$ cat src/rtl/smb_mon_pkg.sv
package smb_mon_pkg;

    typedef struct packed {
        logic scl;
        logic sda;
    } bus_lines_t;

    typedef struct packed {
        logic start;
        logic stop;
        logic strobe;
    } bus_cond_t;

    localparam int unsigned DEF_SYNC_STAGES = 2;
    localparam int unsigned DEF_FILT_LEN    = 3;
    localparam int unsigned DEF_TIMEOUT_CYC = 1_500_000;

    function automatic int unsigned cnt_width(input int unsigned max_val);
        return (max_val < 2) ? 1 : $clog2(max_val + 1);
    endfunction

endpackage

$ cat src/rtl/smb_line_filter.sv
module smb_line_filter #(
    parameter int unsigned STAGES = 2,
    parameter int unsigned LEN    = 3
) (
    input  logic clk,
    input  logic rst,
    input  logic line_i,
    output logic line_o
);
    localparam int unsigned CW = smb_mon_pkg::cnt_width(LEN);

    logic [STAGES-1:0] sync_q;
    logic [CW-1:0]     cnt_q;
    logic              filt_q;

    always_ff @(posedge clk) begin
        if (rst) sync_q <= '1;
        else     sync_q <= {sync_q[STAGES-2:0], line_i};
    end

    always_ff @(posedge clk) begin
        if (rst) begin
            filt_q <= 1'b1;
            cnt_q  <= '0;
        end else if (sync_q[STAGES-1] != filt_q) begin
            if (cnt_q == CW'(LEN - 1)) begin
                filt_q <= sync_q[STAGES-1];
                cnt_q  <= '0;
            end else begin
                cnt_q <= cnt_q + 1'b1;
            end
        end else begin
            cnt_q <= '0;
        end
    end

    assign line_o = filt_q;

    assert_filter_follows_R6: assert property (@(posedge clk) disable iff (rst)
        !$stable(filt_q) |-> ($past(sync_q[STAGES-1]) == filt_q));
endmodule

$ cat src/rtl/smb_cond_detect.sv
module smb_cond_detect (
    input  logic                    clk,
    input  logic                    rst,
    input  smb_mon_pkg::bus_lines_t lines_i,
    output smb_mon_pkg::bus_cond_t  cond_o
);
    import smb_mon_pkg::*;

    bus_lines_t prev_q;
    bus_cond_t  cond_q;

    always_ff @(posedge clk) begin
        if (rst) begin
            prev_q <= '{scl: 1'b1, sda: 1'b1};
            cond_q <= '0;
        end else begin
            prev_q        <= lines_i;
            cond_q.start  <= lines_i.scl & prev_q.scl & prev_q.sda & ~lines_i.sda;
            cond_q.stop   <= lines_i.scl & prev_q.scl & ~prev_q.sda & lines_i.sda;
            cond_q.strobe <= lines_i.scl & ~prev_q.scl;
        end
    end

    assign cond_o = cond_q;

    assert_strobe_single_R5: assert property (@(posedge clk) disable iff (rst)
        cond_q.strobe |=> !cond_q.strobe);
    assert_start_single_R2: assert property (@(posedge clk) disable iff (rst)
        cond_q.start |=> !cond_q.start);
    assert_stop_single_R3: assert property (@(posedge clk) disable iff (rst)
        cond_q.stop |=> !cond_q.stop);
    assert_start_scl_high_R4: assert property (@(posedge clk) disable iff (rst)
        cond_q.start |-> $past(lines_i.scl));
endmodule

$ cat src/rtl/smb_low_watchdog.sv
module smb_low_watchdog #(
    parameter int unsigned LIMIT = 1_500_000
) (
    input  logic clk,
    input  logic rst,
    input  logic scl_i,
    output logic timeout_o
);
    localparam int unsigned CW = smb_mon_pkg::cnt_width(LIMIT);

    logic [CW-1:0] low_cnt_q;
    logic          to_q;

    always_ff @(posedge clk) begin
        if (rst) begin
            low_cnt_q <= '0;
            to_q      <= 1'b0;
        end else begin
            to_q <= ~scl_i && (low_cnt_q == CW'(LIMIT - 1));
            if (scl_i)                      low_cnt_q <= '0;
            else if (low_cnt_q != CW'(LIMIT)) low_cnt_q <= low_cnt_q + 1'b1;
        end
    end

    assign timeout_o = to_q;

    assert_timeout_single_R7: assert property (@(posedge clk) disable iff (rst)
        to_q |=> !to_q);
    assert_timeout_scl_low_R9: assert property (@(posedge clk) disable iff (rst)
        to_q |-> !$past(scl_i));
endmodule

$ cat src/rtl/smb_bus_monitor.sv
module smb_bus_monitor #(
    parameter int unsigned SYNC_STAGES = smb_mon_pkg::DEF_SYNC_STAGES,
    parameter int unsigned FILT_LEN    = smb_mon_pkg::DEF_FILT_LEN,
    parameter int unsigned TIMEOUT_CYC = smb_mon_pkg::DEF_TIMEOUT_CYC
) (
    input  logic clk,
    input  logic rst,
    input  logic scl_i,
    input  logic sda_i,
    output logic start_o,
    output logic stop_o,
    output logic timeout_o,
    output logic sample_o,
    output logic busy_o
);
    import smb_mon_pkg::*;

    localparam int unsigned NLINES = $bits(bus_lines_t);

    logic [NLINES-1:0] raw_vec;
    logic [NLINES-1:0] filt_vec;
    bus_lines_t        filt;
    bus_cond_t         cond;
    logic              to_pulse;
    logic              busy_q;

    assign raw_vec = {scl_i, sda_i};

    for (genvar g = 0; g < NLINES; g++) begin : g_line
        smb_line_filter #(.STAGES(SYNC_STAGES), .LEN(FILT_LEN)) u_filt (
            .clk    (clk),
            .rst    (rst),
            .line_i (raw_vec[g]),
            .line_o (filt_vec[g])
        );
    end

    assign filt = bus_lines_t'(filt_vec);

    smb_cond_detect u_det (
        .clk     (clk),
        .rst     (rst),
        .lines_i (filt),
        .cond_o  (cond)
    );

    smb_low_watchdog #(.LIMIT(TIMEOUT_CYC)) u_wdog (
        .clk       (clk),
        .rst       (rst),
        .scl_i     (filt.scl),
        .timeout_o (to_pulse)
    );

    always_ff @(posedge clk) begin
        if (rst)                         busy_q <= 1'b0;
        else if (to_pulse || cond.stop) busy_q <= 1'b0;
        else if (cond.start)             busy_q <= 1'b1;
    end

    assign start_o   = cond.start & ~to_pulse;
    assign stop_o    = cond.stop & ~to_pulse;
    assign timeout_o = to_pulse;
    assign sample_o  = cond.strobe;
    assign busy_o    = busy_q;

    assert_excl_R10: assert property (@(posedge clk) disable iff (rst)
        $onehot0({start_o, stop_o, timeout_o}));
    assert_busy_clear_R7: assert property (@(posedge clk) disable iff (rst)
        timeout_o |=> !busy_o);
    assert_busy_set_R2: assert property (@(posedge clk) disable iff (rst)
        start_o |=> busy_o);
    assert_busy_drop_R3: assert property (@(posedge clk) disable iff (rst)
        stop_o |=> !busy_o);
endmodule

$ cat config.mk
export PLATFORM = sky130hd
export DESIGN_NAME = smb_bus_monitor
export DESIGN_NICKNAME = d
export VERILOG_FILES = /design/src/rtl/smb_mon_pkg.sv /design/src/rtl/smb_line_filter.sv /design/src/rtl/smb_cond_detect.sv /design/src/rtl/smb_low_watchdog.sv /design/src/rtl/smb_bus_monitor.sv
export SDC_FILE = /design/constraint.sdc
export NUM_CORES = 1
export LEC_CHECK = 0
export ABC_CLOCK_PERIOD_IN_PS = 3300
export BUFFER_PORTS_ARGS = -buffer_cell sky130_fd_sc_hd__buf_2
export CORE_MARGIN = 3
export CORE_UTILIZATION = 41
export CTS_CLUSTER_DIAMETER = 40
export DETAILED_ROUTE_END_ITERATION = 6
export PLACE_DENSITY = 0.54
export SLEW_MARGIN = 20
export SYNTH_ARGS = -nofsm -noshare
export SYNTH_HDL_FRONTEND = slang
export SYNTH_SLANG_ARGS = --single-unit
$ cat constraint.sdc
create_clock -name clk -period 3.3 [get_ports clk]
set_input_delay 0.165 -clock clk [delete_from_list [all_inputs] [get_ports clk]]
set_output_delay 0.165 -clock clk [all_outputs]
set_load 0.01 [all_outputs]
# Yosys cells after proc, flatten, opt, wreduce, memory -nomap -nowiden
# Index checks and enable logic that the tools add are counted.
dict set report totals {
  register_bits 38
  wordCells 46
}
dict set report op_classes {
  addsub 3
  n_eq_ne 6
  n_reduce_logical 8
  bitwise_logic 15
}
# operator n
set ops {}
lappend ops {{21-bit by 1-bit adder with 21-bit output, second input constant} 1}
lappend ops {{21-bit == test, second input constant} 1}
lappend ops {{21-bit inequality test, second input constant} 1}
lappend ops {{1-bit bitwise AND} 8}
lappend ops {{1-bit NOT} 7}
lappend ops {{3-bit OR reduction} 2}
lappend ops {{2-bit by 1-bit adder with 2-bit output, second input constant} 2}
lappend ops {{2-bit == test, second input constant} 2}
lappend ops {{2-bit AND reduction} 2}
lappend ops {{2-bit OR reduction} 2}
lappend ops {{1-bit inequality test} 2}
lappend ops {{1-bit logical AND} 1}
lappend ops {{1-bit logical OR} 1}

# Depth between registers and ports, before layout
# Gate-level depths: netlist of the first run.
dict set report logic_depth {
  word_depth 3
  ltp_mapped 5
  ltp_nobuf 5
}

# By module
# Synthesis of the first run repeated with hierarchy kept, for this count alone.
dict set report unflattened {
  cells_unflattened 164
  hier_area_um2 1590.3
}
# mod cells_per_inst area_per_inst_um2 n_inst seq_area_each_um2
set modules_own_cells {}
lappend modules_own_cells {smb_low_watchdog 120 1038.5 1 440.4}
lappend modules_own_cells {smb_line_filter 14 166.4 2 100.1}
lappend modules_own_cells {smb_cond_detect 11 165.2 1 100.1}
lappend modules_own_cells {smb_bus_monitor 5 53.8 1 20.0}

# Worst setup path before layout of the first run
# No wires, ideal clock.
dict set report synth_timing {
  path_kind {reg2reg}
  from {register u_wdog.low_cnt_q[0]}
  to {register u_wdog.low_cnt_q[20]}
  arrival_time_ns 1.819
  stages_incl_launch_ff 6
  path_slack_ns 1.412
  setup_time_ns 0.070
  path_buffers 0
  t_required_ns 3.230
  synth_period_minus_slack_ns 1.888
  path_cell_list {dfxtp_1 > ha_1 > nand4_2 > or3_4 > or4_1 > a21oi_1}
}
dict set report synth_between {
  elab_chain_len 1
}
# item line
set synth_lines {}
lappend synth_lines {{from (decl)} smb_low_watchdog.sv:11} ;# logic [CW-1:0] low_cnt_q;
lappend synth_lines {{from (signal assigned)} smb_low_watchdog.sv:21} ;# else if (low_cnt_q != CW'(LIMIT)) low_cnt_q <= low_cnt_q + 1'b1;
lappend synth_lines {{21-bit by 1-bit adder with 21-bit output or 21-bit inequality test (tied branches)} smb_low_watchdog.sv:21}
# Several ways; a longest one is shown, not always the timed one.
# A chain may end at the register's enable or synchronous reset.

# Worst setup path in the final report of the first run
# Ends and elaborated chain as after synthesis.

==> qor.csv, run 1 <==
metric,value,unit
yosys_warnings,0,
via_per_inst,5.388,
ys_seq_area_share,48.41,%
placed_cells,216,
synth_top_area_cell,dfxtp_1,
holdBufCountCts,0,
cts.sinks,38,
cap_violations,0,
synth_most_common_cell,dfxtp_1,
cts_tree,done,
gp_congestion,0.7859,
r2r_end,u_wdog.low_cnt_q[20],
netlist_area,1572,sq um
totalWireLength,2815,um
portBuffers,8,
synth_edf_count,0,
die-area,4612,sq um
synthAdderAreaFrac,3.185,%
yosys.area.top_type_share,48.41,%
power_density,474.4,nW/um^2
path_clk_slew,0.07,ns
synth-xor-area-share,7.803,%
grt_max_degree,24,
synth_cell_types,38,
fin_util,49.79,%
p_leak,0.0005662,uW
ys_async_sr_fraction,0,%
setup_violations,0,
synthesis.nets,174,
synth_top_family_by_area,simple AND/OR/NAND/NOR gates,
ys_top_cells_by_area,"dfxtp_1 (48%), xnor2_1 (5.6%), nor2_1 (4.5%), ha_1 (3.2%), nand3_1 (2.5%)",
cts_buffers,5,
cts_buffer_depth,2,
min_period,2.065,ns
report.final.slew_viol_count,0,
critical_path_class,reg2reg,
placed_area,1643,sq um
antenna_found_initial,0,
cp-start-kind,flop,
wl_per_cell,12.57,um
diodes,0,
htreeDepth,2,
cp.depth,5,
hp-class,in2reg,
ys_ff_latch,38,
worstPathMaxFanout,6,
coreArea,3521,sq um
grt_pass1_vias,1164,
clockRootBuffer,clkbuf_8,
crit_family,simple AND/OR/NAND/NOR gates,
design_area,1753,sq um
cp-end-kind,flop,
status,"complete, no violations",
ff2ff_setup_slack,1.23,ns
cp-startpoint,u_wdog.low_cnt_q[0],
drt_pass1_iterations,5,
drt_iter0_markers,67,
hpwlAfterDp,1986,um
grt_usage,14.21,%
endpoint,u_wdog.low_cnt_q[20],
synthCells,166,
period_share,62.59,%
rr_worst_depth,5,
grt_pass1_wl,4954,um
fin_worst_skew,0.005300,ns
vias,1207,
synth_compound_area_share,7.962,%
maxSlewHeadroom,52.37,%
irDropWorstVdd,0.2437,mV
p_total,831.6,uW
worst_slew_pin_slew,0.7137,ns
syn_area_per_cell,9.467,sq um
synthMuxAreaShare,0,%
fp.dieW,67.91,um
rows,21,
nets,185,
fin_tns_setup,0,ns
worstPathCellList,ha_1 -> nand4_2 -> or3_4 -> or4_1 -> a21oi_1,
yosys.area_share.simple,29.30,%
rsz0062_at_grt,false,
critical_path_arrival,2.27,ns
synthTopCellsByCount,"dfxtp_1 (38), nor2_1 (19), xnor2_1 (10)",
rr_startpoint,u_wdog.low_cnt_q[0],
max_clock_freq,484.2,MHz
hold_violations,0,
cpMaxStageDelayCell,or4_1,
post-cts-setup-buffers,0,
grt-ovfl-total,0,
io_pins,9,
start_util,44.63,%
post-route-drc-count,0,
clock_latency,0.28,ns
critPathRequiredTime,3.51,ns
max_stage_delay,0.51,ns
path_buf_inv,0,
cts-resized-gates,0,
fp.dieH,67.91,um
synthToLayoutAreaGrowth,11.54,%
synthFlopType,dfxtp_1,
drive_above_1_share,14.04,%
stdcell_count,224,
drtAntennaViolNets,0,
==> area by class of cell <==
class,instances,area [sq um]
fillers,358,1768
flip-flops and latches,38,760.7
multi-input cells,117,758.2
clock buffers,8,110.1
well taps,46,57.56
repair buffers,8,40.04
inverters,7,26.28
==> cells by family after synthesis <==
logic type                 Yosys count
and+or+nand+nor                     80
DFF                                 38
AOI/OAI and AO/OA                   19
xor gates and xnor gates            14
buffers and inverters               11
adders and majority gates            4
==> per-stage QoR <==
stage / setup WS, ns / hold slack, ns
after floorplan: 1.412 / 0.2688
after global placement: 1.327 / 0.3480
after detailed placement: 1.258 / 0.3524
after CTS: 1.238 / 0.05956
after global routing: 1.117 / 0.06109
final: 1.235 / 0.06532
==> worst register-to-register path, cell delays in order, from the launching register on <==
cell and delay [ns]:
dfxtp_1 0.42, ha_1 0.28, nand4_2 0.18, or3_4 0.46
or4_1 0.51, a21oi_1 0.15
==> sequential cells by signal (all words and copies together) (netlist names) <==
register	count
g_line.u_filt.sync_q	4
u_wdog.low_cnt_q	21
g_line.u_filt.line_o	2
u_det.prev_q	2
u_det.cond_o	3
busy_o	1
u_wdog.timeout_o	1
g_line.u_filt.cnt_q	4
==> per-layer routing <==
metal  GRT usage, %  vias to the layer above  wire (um)
li1               -                      617          -
met1          17.36                      565       1404
met2          23.45                       20       1263
met3          3.941                        5        108
met4          5.955                        0         39
met5              0                        -          0
==> how the worst min path moves through the flow <==
stage                     startpoint                          to  slack (ns)  cells after the start
after global placement         sda_i  g_line[0].u_filt.sync_q[0]        0.35                      2
after detailed placement       sda_i  g_line[0].u_filt.sync_q[0]        0.35                      2
final                          sda_i  g_line[0].u_filt.sync_q[0]        0.07                      2
after global routing           sda_i  g_line[0].u_filt.sync_q[0]        0.06                      2
after CTS                      sda_i  g_line[0].u_filt.sync_q[0]        0.06                      2
after floorplan                sda_i  g_line[0].u_filt.sync_q[0]        0.27                      1
==> where the power goes <==
group / internal, uW / total (uW) / switching (uW)
clock: 211 / 359 / 148
combinational: 4.87 / 9.67 / 4.79
sequential: 462 / 463 / 1.55
total: 677 / 832 / 154
==> layout by cell type, fill, tap and decap left out, drive strengths merged <==
master / Yosys / final
xnor2: 10 / 10
inv: 7 / 7
a211o: 2 / 2
clkbuf: 1 / 8
buf: 3 / 8
nand4: 7 / 7
nor3b: 3 / 3
nor2b: 4 / 4
ha: 4 / 4
o31ai: 4 / 4
o41ai: 1 / 1
nor3: 5 / 5
nor2: 19 / 19
nor4b: 1 / 1
xor2: 4 / 4
and3: 2 / 2
nand2: 6 / 6
nand3b: 1 / 1
o211ai: 1 / 1
o21ai: 3 / 3
and4b: 1 / 1
or4b: 1 / 1
nor4bb: 1 / 1
dfxtp: 38 / 38
or2: 5 / 5
o2111ai: 1 / 1
or4: 3 / 3
o21a: 1 / 1
and4: 1 / 1
or3: 6 / 6
nor4: 6 / 6
a21oi: 6 / 6
nand3: 8 / 8
(Power assumes the default switching activity.)
==> run 2, diff against run 1 <==
ABC_CLOCK_PERIOD_IN_PS = 1800   (was 3300)
PLACE_DENSITY = 0.57   (was 0.54)
clock period = 1.8 ns   (was 3.3 ns; I/O delays follow)
==> run 2 against run 1 <==
Net effect: routed wire length is 4.5% higher; clock power increased by 100%; clock skew fell by 0.00051 ns; critical endpoint is now u_wdog.low_cnt_q[18]; critical path type unchanged; largest power group unchanged.
==> qor.csv, run 2 (same netlist as run 1, synthesis figures left out) <==
metric,value,unit
status,"complete, no violations",
max_clock_freq,574.8,MHz
vias,1246,
drtAntennaViolNets,0,
cts_buffer_depth,2,
grt_pass1_wl,5451,um
io_pins,9,
most-common-layout-cells,"dfxtp_1 (33), nor2_1 (19), buf_4 (15), xnor2_1 (10)",
cap_violations,0,
synthToLayoutAreaGrowth,23.17,%
die-area,4612,sq um
pre_cts_slack,-0.04127,ns
critPathRequiredTime,2.01,ns
report.final.slew_viol_count,0,
p_leak,0.0006558,uW
antenna_found_initial,0,
clock_latency,0.28,ns
totalWireLength,2942,um
critical_path_class,reg2reg,
worstPathMaxFanout,5,
fin_util,54.98,%
path_clk_slew,0.07,ns
fin_ws,0.06023,ns
worst_slew_pin_slew,0.5098,ns
stdcell_count,240,
irDropWorstVdd,0.4996,mV
start_util,44.63,%
filler_cell_count,330,
min_period,1.740,ns
via_per_inst,5.192,
rsz0062_at_grt,true,
fp.dieH,67.91,um
gp_congestion,0.8499,
critical_path_arrival,1.95,ns
placed_cells,230,
largest_reg_flops,21,
post-route-drc-count,0,
htreeDepth,2,
grt-ovfl-total,0,
regMostFlops,u_wdog.low_cnt_q,
cts.sinks,38,
cts_tree,done,
fp.dieW,67.91,um
drt_pass1_iterations,4,
period_share,96.65,%
p_total,1592,uW
clockRootBuffer,clkbuf_8,
hp-class,in2reg,
drt_iter0_markers,60,
wl_per_cell,12.26,um
cts_buffers,5,
cp-start-kind,flop,
grt_usage,15.90,%
final_common_cell,dfxtp_1,
nets,202,
multiInputGateArea,799.5,sq um
fin_worst_skew,0.004787,ns
grt_max_degree,16,
power_density,822.3,nW/um^2
maxSlewHeadroom,65.98,%
drive_above_1_share,25.77,%
cp-end-kind,flop,
hold_violations,0,
portBuffers,8,
coreArea,3521,sq um
rows,21,
hpwlAfterDp,2189,um
regArea,767.0,sq um
grt_pass1_vias,1242,
top_regs,"u_wdog.low_cnt_q (21), g_line.u_filt.cnt_q (4), g_line.u_filt.sync_q (4)",
diodes,0,
setup_violations,0,
[run 2: changes by cell type in the layout (fill, tap and decap cells not counted), sizes merged]
cell / before / now
buf: 8 / 23
dlygate4sd3: 0 / 2
bufinv: 0 / 1
clkbuf: 8 / 6
[run 2: power by group]
part	internal (uW)	switching, uW
Combinational	11.9	8.62
Sequential	846	2.76
Clock	443	279
[run 2: worst paths after layout]
path / start / endpoint / slack (ns) / cells past startpoint
worst max register to register: u_wdog.low_cnt_q[1] / u_wdog.low_cnt_q[18] / 0.06 / 5
worst max-delay path: u_wdog.low_cnt_q[1] / u_wdog.low_cnt_q[18] / 0.06 / 5
worst min-delay path: rst / busy_o / 0.11 / 2
worst min register to register: g_line[0].u_filt.sync_q[0] / g_line[0].u_filt.sync_q[1] / 0.41 / 1
[run 2: final cells by class]
type | count | area share (%)
Timing Repair Buffer | 25 | 8.920
Clock buffer | 6 | 4.266
Multi-Input combinational cell | 117 | 41.31
Inverter | 7 | 1.357
Sequential cell | 38 | 39.63
Clock inverter | 1 | 1.551
Tap cell | 46 | 2.973
[run 2: through the flow]
stage                     setup TNS (ns)  hold WS (ns)  cell area (sq um)
final                                  0        0.1099               1936
after global routing            -0.01737        0.1102               1936
after CTS                              0        0.1048               1904
after detailed placement        -0.06436        0.2793               1760
after global placement                 0        0.2724               1760
after floorplan                        0        0.1938               1584
[run 2: worst max-delay path: stages, from the launching register on]
cell and delay (ns):
dfxtp_2 0.36, ha_4 0.16, nand4_4 0.08, or3_4 0.43, or4b_4 0.52, a21oi_2 0.13
[run 2: per-layer routing]
metal | vias up | wire (um) | GRT usage, % | share of wire (%)
li1 | 649 | - | - | -
met1 | 578 | 1505 | 20.10 | 51
met2 | 14 | 1298 | 24.91 | 44
met3 | 5 | 92 | 4.926 | 3.1
met4 | 0 | 46 | 6.948 | 1.6
met5 | - | 0 | 0 | 0
[run 2: what timing repair did]
item | in CTS | in global routing
setup endpoints to repair | 3 | 4
endpoints found under the hold margin | 2 | 0
resized for setup | 2 | 8
buffers inserted | 0 | 1
hold buffers | 2 | 0
pin swaps | 1 | 7
==> run 3, diff against run 2 <==
CORE_ASPECT_RATIO = 0.9   (was not set)
HOLD_SLACK_MARGIN = 0.05   (was not set)
REMOVE_ABC_BUFFERS = 1   (was not set)
==> run 3 against run 2 <==
Net effect: fmax down 1.3%; critical path depth unchanged; core utilization down 1.7 points; critical endpoint unchanged; largest cell class unchanged.
==> qor.csv, run 3 (same netlist as run 1, synthesis figures left out) <==
metric,value,unit
status,"complete, no violations",
htreeDepth,2,
cp-start-kind,flop,
route.met3.wl,105,um
fin_tns_setup,0,ns
setup_violations,0,
min_period,1.763,ns
grt-ovfl-total,0,
via_per_inst,5.391,
io_pins,9,
top_layer,met4,
nets,201,
worst_slew_pin_slew,0.6842,ns
fp.dieW,71.26,um
post-route-drc-count,0,
period_share,97.95,%
wl_per_cell,12.47,um
largest_reg_flops,21,
met2_length,1333,um
p_leak,0.0006311,uW
hp-class,in2reg,
clock_latency,0.28,ns
grt_pass1_vias,1169,
cts_buffers,5,
start_util,44.54,%
path_clk_slew,0.07,ns
diodes,0,
grt_usage,13.57,%
totalWireLength,2969,um
power_density,777.7,nW/um^2
max_clock_freq,567.2,MHz
pre_cts_slack,-0.006592,ns
fp.dieH,64.74,um
regMostFlops,u_wdog.low_cnt_q,
most-common-layout-cells,"dfxtp_1 (36), nor2_1 (19), buf_4 (14), xnor2_1 (10)",
critPathRequiredTime,2.01,ns
die-area,4613,sq um
cts_tree,done,
grt_pass1_wl,4995,um
antenna_found_initial,0,
critical_path_class,reg2reg,
rows,20,
portBuffers,8,
filler_cell_count,316,
fin_ws,0.03697,ns
stdcell_count,238,
cts.sinks,38,
hold_violations,0,
drt_pass1_iterations,4,
fin_worst_skew,0.004907,ns
maxSlewHeadroom,54.34,%
critical_path_arrival,1.98,ns
coreArea,3528,sq um
vias,1283,
drtAntennaViolNets,0,
final_common_cell,dfxtp_1,
drive_above_1_share,22.16,%
hpwlAfterDp,2141,um
irDropWorstVdd,0.4254,mV
report.final.slew_viol_count,0,
top_regs,"u_wdog.low_cnt_q (21), g_line.u_filt.cnt_q (4), g_line.u_filt.sync_q (4)",
placed_cells,227,
met1_length,1492,um
p_total,1462,uW
cap_violations,0,
synthToLayoutAreaGrowth,19.67,%
worstPathMaxFanout,6,
cp-end-kind,flop,
gp_congestion,0.8412,
grt_max_degree,24,
cts_buffer_depth,2,
clockRootBuffer,clkbuf_8,
drt_iter0_markers,52,
run 3: cell type report:
type / instances / area [sq um] / area share [%]
Inverter: 7 / 26.28 / 1.397
Tap cell: 44 / 55.05 / 2.927
Timing Repair Buffer: 24 / 165.2 / 8.782
Sequential cell: 38 / 763.2 / 40.59
Clock buffer: 6 / 82.58 / 4.391
Multi-Input combinational cell: 117 / 775.7 / 41.25
Clock inverter: 2 / 12.51 / 0.6653
run 3: worst max-delay path: stages, from the launching register on:
cell and delay [ns]:
dfxtp_2 0.37, ha_4 0.15, nand4_2 0.12, or3_4 0.43, or4b_1 0.50, a21oi_1 0.13
run 3: metal layers:
| metal | global-route usage (%) | vias to the layer above |
|---|---|---|
| met5 | 0 | - |
| met4 | 5.634 | 0 |
| met3 | 3.721 | 5 |
| met2 | 20.99 | 18 |
| met1 | 17.75 | 610 |
| li1 | - | 650 |
run 3: path summary, 6_finish.rpt:
check,start,end,slack (ns),cells after the start
max,u_wdog.low_cnt_q[1],u_wdog.low_cnt_q[18],0.04,5
min,rst,busy_o,0.12,2
max reg2reg,u_wdog.low_cnt_q[1],u_wdog.low_cnt_q[18],0.04,5
min reg2reg,u_det.cond_o[1],busy_o,0.41,1
run 3: metrics by stage:
step,cell area [sq um],utilization (%),hold slack [ns]
2_1_floorplan,1545,-,0.1661
3_3_place_gp,1738,49.26,0.2709
3_5_place_dp,1738,49.26,0.2778
4_1_cts,1856,52.59,0.1169
5_1_grt,1881,53.30,0.1551
6_report,1881,53.30,0.1194
run 3: where the power goes:
| group | leakage (uW) | switching (uW) | internal [uW] |
|---|---|---|---|
| Clock | 0.0000472 | 285 | 307 |
| Combinational | 0.000276 | 8.83 | 11.8 |
| Sequential | 0.000308 | 2.70 | 846 |
| Total | 0.000631 | 297 | 1170 |
run 3: what timing repair did:
| action | 4_1_cts | 5_1_grt |
|---|---|---|
| hold endpoints to repair | 2 | 0 |
| hold buffers | 2 | 0 |
| setup endpoints to repair | 2 | 5 |
| resized for setup | 1 | 4 |
| pin swaps | 1 | 6 |
| buffers inserted | 0 | 1 |
